`src/rtl/pm_pkg.sv`:
```
package pm_pkg;

  typedef enum logic [1:0] {
    ZONE_EMPTY = 2'd0,
    ZONE_LOW   = 2'd1,
    ZONE_OK    = 2'd2
  } zone_e;

  // new balance: add credit, take one second if a tick and something to take, clamp
  function automatic int unsigned next_balance(input int unsigned bal,
                                               input int unsigned credit,
                                               input logic        dec,
                                               input int unsigned cap);
    int unsigned s;
    s = bal + credit;
    if (dec && s != 0) s = s - 1;
    if (s > cap) s = cap;
    return s;
  endfunction

  function automatic zone_e zone_of(input int unsigned bal,
                                    input int unsigned green_min);
    if (bal == 0)         return ZONE_EMPTY;
    if (bal < green_min)  return ZONE_LOW;
    return ZONE_OK;
  endfunction

  // phase counts half seconds modulo 4; result is {green, red}
  function automatic logic [1:0] led_pair(input zone_e z, input logic [1:0] phase);
    logic slow_on;
    logic fast_on;
    slow_on = ~phase[1];
    fast_on = ~phase[0];
    case (z)
      ZONE_OK:    return {slow_on, 1'b0};
      ZONE_LOW:   return {1'b0, slow_on};
      default:    return {1'b0, fast_on};
    endcase
  endfunction

endpackage

```
`src/rtl/pm_tick_gen.sv`:
```
module pm_tick_gen #(
  parameter int unsigned CLK_PER_SEC = 125_000_000
) (
  input  logic clk,
  input  logic rst,
  output logic sec_tick,
  output logic half_tick
);
  localparam int unsigned HALF  = CLK_PER_SEC / 2;
  localparam int unsigned CNT_W = (CLK_PER_SEC > 2) ? $clog2(CLK_PER_SEC) : 1;

  logic [CNT_W-1:0] cnt_q;

  assign sec_tick  = (cnt_q == CNT_W'(CLK_PER_SEC - 1));
  assign half_tick = sec_tick || (cnt_q == CNT_W'(HALF - 1));

  always_ff @(posedge clk) begin
    if (rst)           cnt_q <= '0;
    else if (sec_tick) cnt_q <= '0;
    else               cnt_q <= cnt_q + 1'b1;
  end
endmodule

```
`src/rtl/pm_credit_sum.sv`:
```
module pm_credit_sum #(
  parameter int unsigned NUM_SRC = 4,
  parameter int unsigned CVAL_W  = 16,
  parameter logic [NUM_SRC*CVAL_W-1:0] CREDITS = {16'd500, 16'd250, 16'd150, 16'd50},
  parameter int unsigned SUM_W   = 16
) (
  input  logic [NUM_SRC-1:0] strobe,
  output logic [SUM_W-1:0]   credit_sum
);
  logic [SUM_W-1:0] term [NUM_SRC];

  for (genvar gi = 0; gi < NUM_SRC; gi++) begin : g_term
    assign term[gi] = strobe[gi] ? SUM_W'(CREDITS[gi*CVAL_W +: CVAL_W]) : '0;
  end

  always_comb begin
    credit_sum = '0;
    for (int i = 0; i < NUM_SRC; i++) credit_sum = credit_sum + term[i];
  end
endmodule

```
`src/rtl/pm_balance.sv`:
```
module pm_balance #(
  parameter int unsigned BAL_W   = 14,
  parameter int unsigned SUM_W   = 16,
  parameter int unsigned MAX_BAL = 9999
) (
  input  logic             clk,
  input  logic             rst,
  input  logic [SUM_W-1:0] credit_sum,
  input  logic             sec_tick,
  output logic [BAL_W-1:0] bal_q
);
  logic [BAL_W-1:0] bal_d;

  always_comb begin
    bal_d = BAL_W'(pm_pkg::next_balance(32'(bal_q), 32'(credit_sum), sec_tick, MAX_BAL));
  end

  always_ff @(posedge clk) begin
    if (rst) bal_q <= '0;
    else     bal_q <= bal_d;
  end
endmodule

```
`src/rtl/pm_blink.sv`:
```
module pm_blink #(
  parameter int unsigned BAL_W     = 14,
  parameter int unsigned GREEN_MIN = 10
) (
  input  logic             clk,
  input  logic             rst,
  input  logic             half_tick,
  input  logic [BAL_W-1:0] bal,
  output logic             green_q,
  output logic             red_q
);
  logic [1:0]    phase_q;
  pm_pkg::zone_e zone;
  logic [1:0]    pair;

  assign zone = pm_pkg::zone_of(32'(bal), GREEN_MIN);
  assign pair = pm_pkg::led_pair(zone, phase_q);

  always_ff @(posedge clk) begin
    if (rst) begin
      phase_q <= '0;
      green_q <= 1'b0;
      red_q   <= 1'b0;
    end else begin
      if (half_tick) phase_q <= phase_q + 2'd1;
      green_q <= pair[1];
      red_q   <= pair[0];
    end
  end
endmodule

```
`src/rtl/parking_meter_ctrl.sv`:
```
module parking_meter_ctrl #(
  parameter int unsigned CLK_PER_SEC = 125_000_000,
  parameter int unsigned MAX_BAL     = 9999,
  parameter int unsigned GREEN_MIN   = 10,
  parameter int unsigned NUM_SRC     = 4,
  parameter int unsigned CVAL_W      = 16,
  parameter logic [NUM_SRC*CVAL_W-1:0] CREDITS = {16'd500, 16'd250, 16'd150, 16'd50},
  parameter int unsigned BAL_W       = $clog2(MAX_BAL + 1)
) (
  input  logic               clk,
  input  logic               rst,
  input  logic [NUM_SRC-1:0] credit_stb,
  output logic [BAL_W-1:0]   balance,
  output logic               led_green,
  output logic               led_red
);
  localparam int unsigned SUM_W = CVAL_W + $clog2(NUM_SRC + 1) + 1;

  logic             sec_tick;
  logic             half_tick;
  logic [SUM_W-1:0] credit_sum;

  pm_tick_gen #(.CLK_PER_SEC(CLK_PER_SEC)) u_tick (
    .clk(clk), .rst(rst), .sec_tick(sec_tick), .half_tick(half_tick)
  );

  pm_credit_sum #(.NUM_SRC(NUM_SRC), .CVAL_W(CVAL_W), .CREDITS(CREDITS), .SUM_W(SUM_W)) u_sum (
    .strobe(credit_stb), .credit_sum(credit_sum)
  );

  pm_balance #(.BAL_W(BAL_W), .SUM_W(SUM_W), .MAX_BAL(MAX_BAL)) u_bal (
    .clk(clk), .rst(rst), .credit_sum(credit_sum), .sec_tick(sec_tick), .bal_q(balance)
  );

  pm_blink #(.BAL_W(BAL_W), .GREEN_MIN(GREEN_MIN)) u_blink (
    .clk(clk), .rst(rst), .half_tick(half_tick), .bal(balance),
    .green_q(led_green), .red_q(led_red)
  );
endmodule

```
`config.mk`:
```
export PLATFORM = sky130hd
export DESIGN_NAME = parking_meter_ctrl
export DESIGN_NICKNAME = d
export VERILOG_FILES = /design/src/rtl/pm_pkg.sv /design/src/rtl/pm_tick_gen.sv /design/src/rtl/pm_credit_sum.sv /design/src/rtl/pm_balance.sv /design/src/rtl/pm_blink.sv /design/src/rtl/parking_meter_ctrl.sv
export SDC_FILE = /design/constraint.sdc
export NUM_CORES = 1
export LEC_CHECK = 0
export CAP_MARGIN = 20
export CELL_PAD_IN_SITES_DETAIL_PLACEMENT = 0
export CELL_PAD_IN_SITES_GLOBAL_PLACEMENT = 2
export CORE_MARGIN = 8
export CORE_UTILIZATION = 33
export CTS_CLUSTER_SIZE = 12
export DETAILED_ROUTE_END_ITERATION = 8
export GPL_TIMING_DRIVEN = 0
export PLACE_DENSITY = 0.72
export SLEW_MARGIN = 30
export SYNTH_ARGS = -nofsm -noshare
export SYNTH_HDL_FRONTEND = slang
export SYNTH_SLANG_ARGS = --single-unit
```
`constraint.sdc`:
```
create_clock -name clk -period 5.85 [get_ports clk]
set_clock_uncertainty 0.1 [all_clocks]
set_input_delay 0.8775 -clock clk [delete_from_list [all_inputs] [get_ports clk]]
set_output_delay 0.8775 -clock clk [all_outputs]
set_load 0.02 [all_outputs]
```
==> qor.yml <==
run_status: "finished clean"
placeableCoreArea_mm2: 0.01094
ant_nets: 0
finalPower_w: 0.002010
grt_max_degree: 17
synthCells: 454
r2r_slack_ns: 1.76
cts_tree: "built"
hpwl_um: 7626
numCtsBuffers: 5
grt_pass1_vias: 3406
cp.required_ns: 5.92
slew_headroom_pct: 41.16
drt_wl_total_um: 10260
drive_gt1_share_pct: 20.59
clk_pin_slew_ns: 0.07
synth_nets: 495
syn_area_mm2: 0.003724
cp-startpoint: "credit_stb[1]"
max_freq_mhz: 177.4
slowest_stage: "fa_2"
seq_area_frac_synth_pct: 24.19
ys_ff_latch: 45
hold_ws_ns: 0.3726
diodes: 0
p_leak_nw: 1.789
syn2layout_area_growth_pct: 27.92
gr-total-overflow: 0
clk_latency_ns: 0.29
critPathKind: "in -> reg"
grt_first_pass_wirelength_um: 16980
cap_violations: 0
io_pins: 22
setup_violations: 0
die_area_mm2: 0.01494
vias: 3401
syn_area_per_cell_um2: 8.202
r2r-end: "u_bal.bal_q[6]"
rr_worst_depth: 17
firstDrtPassIters: 4
die_width_um: 122.2
ir_drop_v: 0.0002513
fin_nets: 545
cts_buffer_depth: 2
drtIter0Drc: 139
dp.cells: 615
finalCriticalPeriod_ns: 5.635
synthFlopType: "dfxtp_1"
drcViolationCount: 0
startpoint_type: "primary input"
grt_usage_pct: 13.95
layoutNonFillerInstCount: 645
p_per_area_mw_per_mm2: 422.1
drv_slew: 0
synth-async-reset-ratio_pct: 0
placement_rows: 38
synth_warnings: 0
clkSinkCount: 45
worstPathMaxFanout: 5
r2r_start: "u_bal.bal_q[1]"
gp_congestion: 0.8348
arrival_ns: 5.71
start_util_pct: 34.05
wire_per_inst_um: 15.91
io_buffers: 21
cts_hold_buf: 0
yosysUniqueCellTypes: 69
synth_edf_count: 0
hold_class: "reg -> reg"
end_kind: "register"
cpPeakStageDelay_ns: 0.49
finalHoldViolCount: 0
antenna_found_initial: 0
layout_worst_path_cycle_share_pct: 96.33
fill_cells: 1089
fin_util_pct: 43.56
crit_path_end: "u_bal.bal_q[6]"
drt-vias-per-instance: 5.273
dieHeight_um: 122.2
worst_pin_slew_ns: 0.8759
cts_root_buf: "clkbuf_16"
cts_htree_levels: 2
-- worst max-delay path, delay by kind of cell --
family	cells	cell delay, ns
fa+ha+maj	5	1.75
compound gates	9	1.40
simple gates	5	0.82
buf+inv	6	0.71
xor+xnor	1	0.15
-- Yosys cell counts (6+ instances only) --
master    instances  area share (%)
nand2b_1          7             1.2
clkbuf_1          9            0.91
nand3_1          22             3.0
xor2_1           23             5.4
or3_1             8             1.3
ha_1             29             9.7
fa_1              6             3.2
nor2_1           67             6.8
nand2_1          24             2.4
inv_1            26             2.6
a21o_1           12             2.4
xnor2_1          23             5.4
nor4_1            6             1.0
dfxtp_1          45              24
o21ai_0           9             1.2
nand4_1           9             1.5
a21oi_1          19             2.6
a211oi_2          7             2.4
nor3_1           18             2.4
-- layout by cell type (no fill, tap or decap), types with 4 or more instances in the layout --
master           count
nor2_1              63
dfxtp_1             45
inv_1               24
nand2_1             23
ha_1                23
buf_4               23
xor2_1              22
nand3_1             21
xnor2_1             20
clkdlybuf4s50_1     17
a21oi_1             14
nor3_1              14
a21o_1              11
nand4_1              9
o21ai_0              8
or3_1                8
clkbuf_1             8
a211oi_2             7
nand2b_1             7
nor4_1               6
ha_4                 6
a21oi_2              5
buf_6                5
clkbuf_16            5
and3_1               4
or2_2                4
fa_1                 4
-- kinds of logic after synthesis --
logic type | share of synthesized area (%)
xor+xnor | 10.82
fa+ha+maj | 12.97
mux | 1.613
buf+inv | 4.200
flops | 24.19
simple gates | 27.12
compound gates | 19.09
-- report_power, final --
group          switching (W)  total, W  leakage (nW)  internal, W
registers          0.0000332  0.000372         0.366     0.000339
logic               0.000728   0.00130          1.34     0.000572
clock network       0.000133  0.000338        0.0819     0.000205
-- routing by layer --
| metal | share of wire, % | GRT usage (%) | up-vias |
|---|---|---|---|
| li1 | - | - | 1719 |
| met1 | 45 | 16.73 | 1633 |
| met2 | 51 | 25.35 | 37 |
| met3 | 2.2 | 1.883 | 12 |
| met4 | 2.0 | 4.037 | 0 |
| met5 | 0 | 0 | - |
-- flip-flops by register name, indices dropped and copies added, names as in the netlist --
signal	flops
u_tick.cnt_q	27
u_blink.green_q	1
u_blink.phase_q	2
u_blink.red_q	1
u_bal.bal_q	14
-- cell type report --
| type | instances | area (µm²) | share of cell area, % |
|---|---|---|---|
| clock buffers | 5 | 125.1 | 2.627 |
| plain buffers | 12 | 67.56 | 1.418 |
| flip-flops and latches | 45 | 900.9 | 18.91 |
| multi-input cells | 370 | 2970 | 62.36 |
| inverters | 26 | 97.59 | 2.049 |
| clock inverters | 3 | 48.80 | 1.024 |
| repair buffers | 44 | 377.9 | 7.933 |
| well taps | 140 | 175.2 | 3.677 |
-- worst min-delay path by stage --
stage	start	to	slack, ns	cells after the start
floorplan	u_tick.cnt_q[0]	u_tick.cnt_q[0]	0.33	1
global placement	u_tick.cnt_q[0]	u_tick.cnt_q[0]	0.35	1
detailed placement	u_tick.cnt_q[0]	u_tick.cnt_q[0]	0.35	1
CTS	u_tick.cnt_q[0]	u_tick.cnt_q[0]	0.37	1
global route	u_tick.cnt_q[0]	u_tick.cnt_q[0]	0.39	1
finish	u_tick.cnt_q[0]	u_tick.cnt_q[0]	0.37	1
-- timing repair --
item	CTS	global route
setup endpoints to repair	14	14
setup buffers	14	7
cloned	1	1
resized for setup	39	45
pin swaps	21	27
-- stage by stage --
| step | setup slack (ns) | instance area, µm² | setup TNS (ns) |
|---|---|---|---|
| 3_3_place_gp | -1.236 | 4109 | -15.89 |
| 6_report | 0.2145 | 4763 | 0 |
| 5_1_grt | -0.01151 | 4763 | -0.01151 |
| 2_1_floorplan | 0.1274 | 3724 | 0 |
| 3_5_place_dp | -1.192 | 4109 | -15.53 |
| 4_1_cts | 0.0002989 | 4499 | 0 |
(Power assumes the default switching activity.)
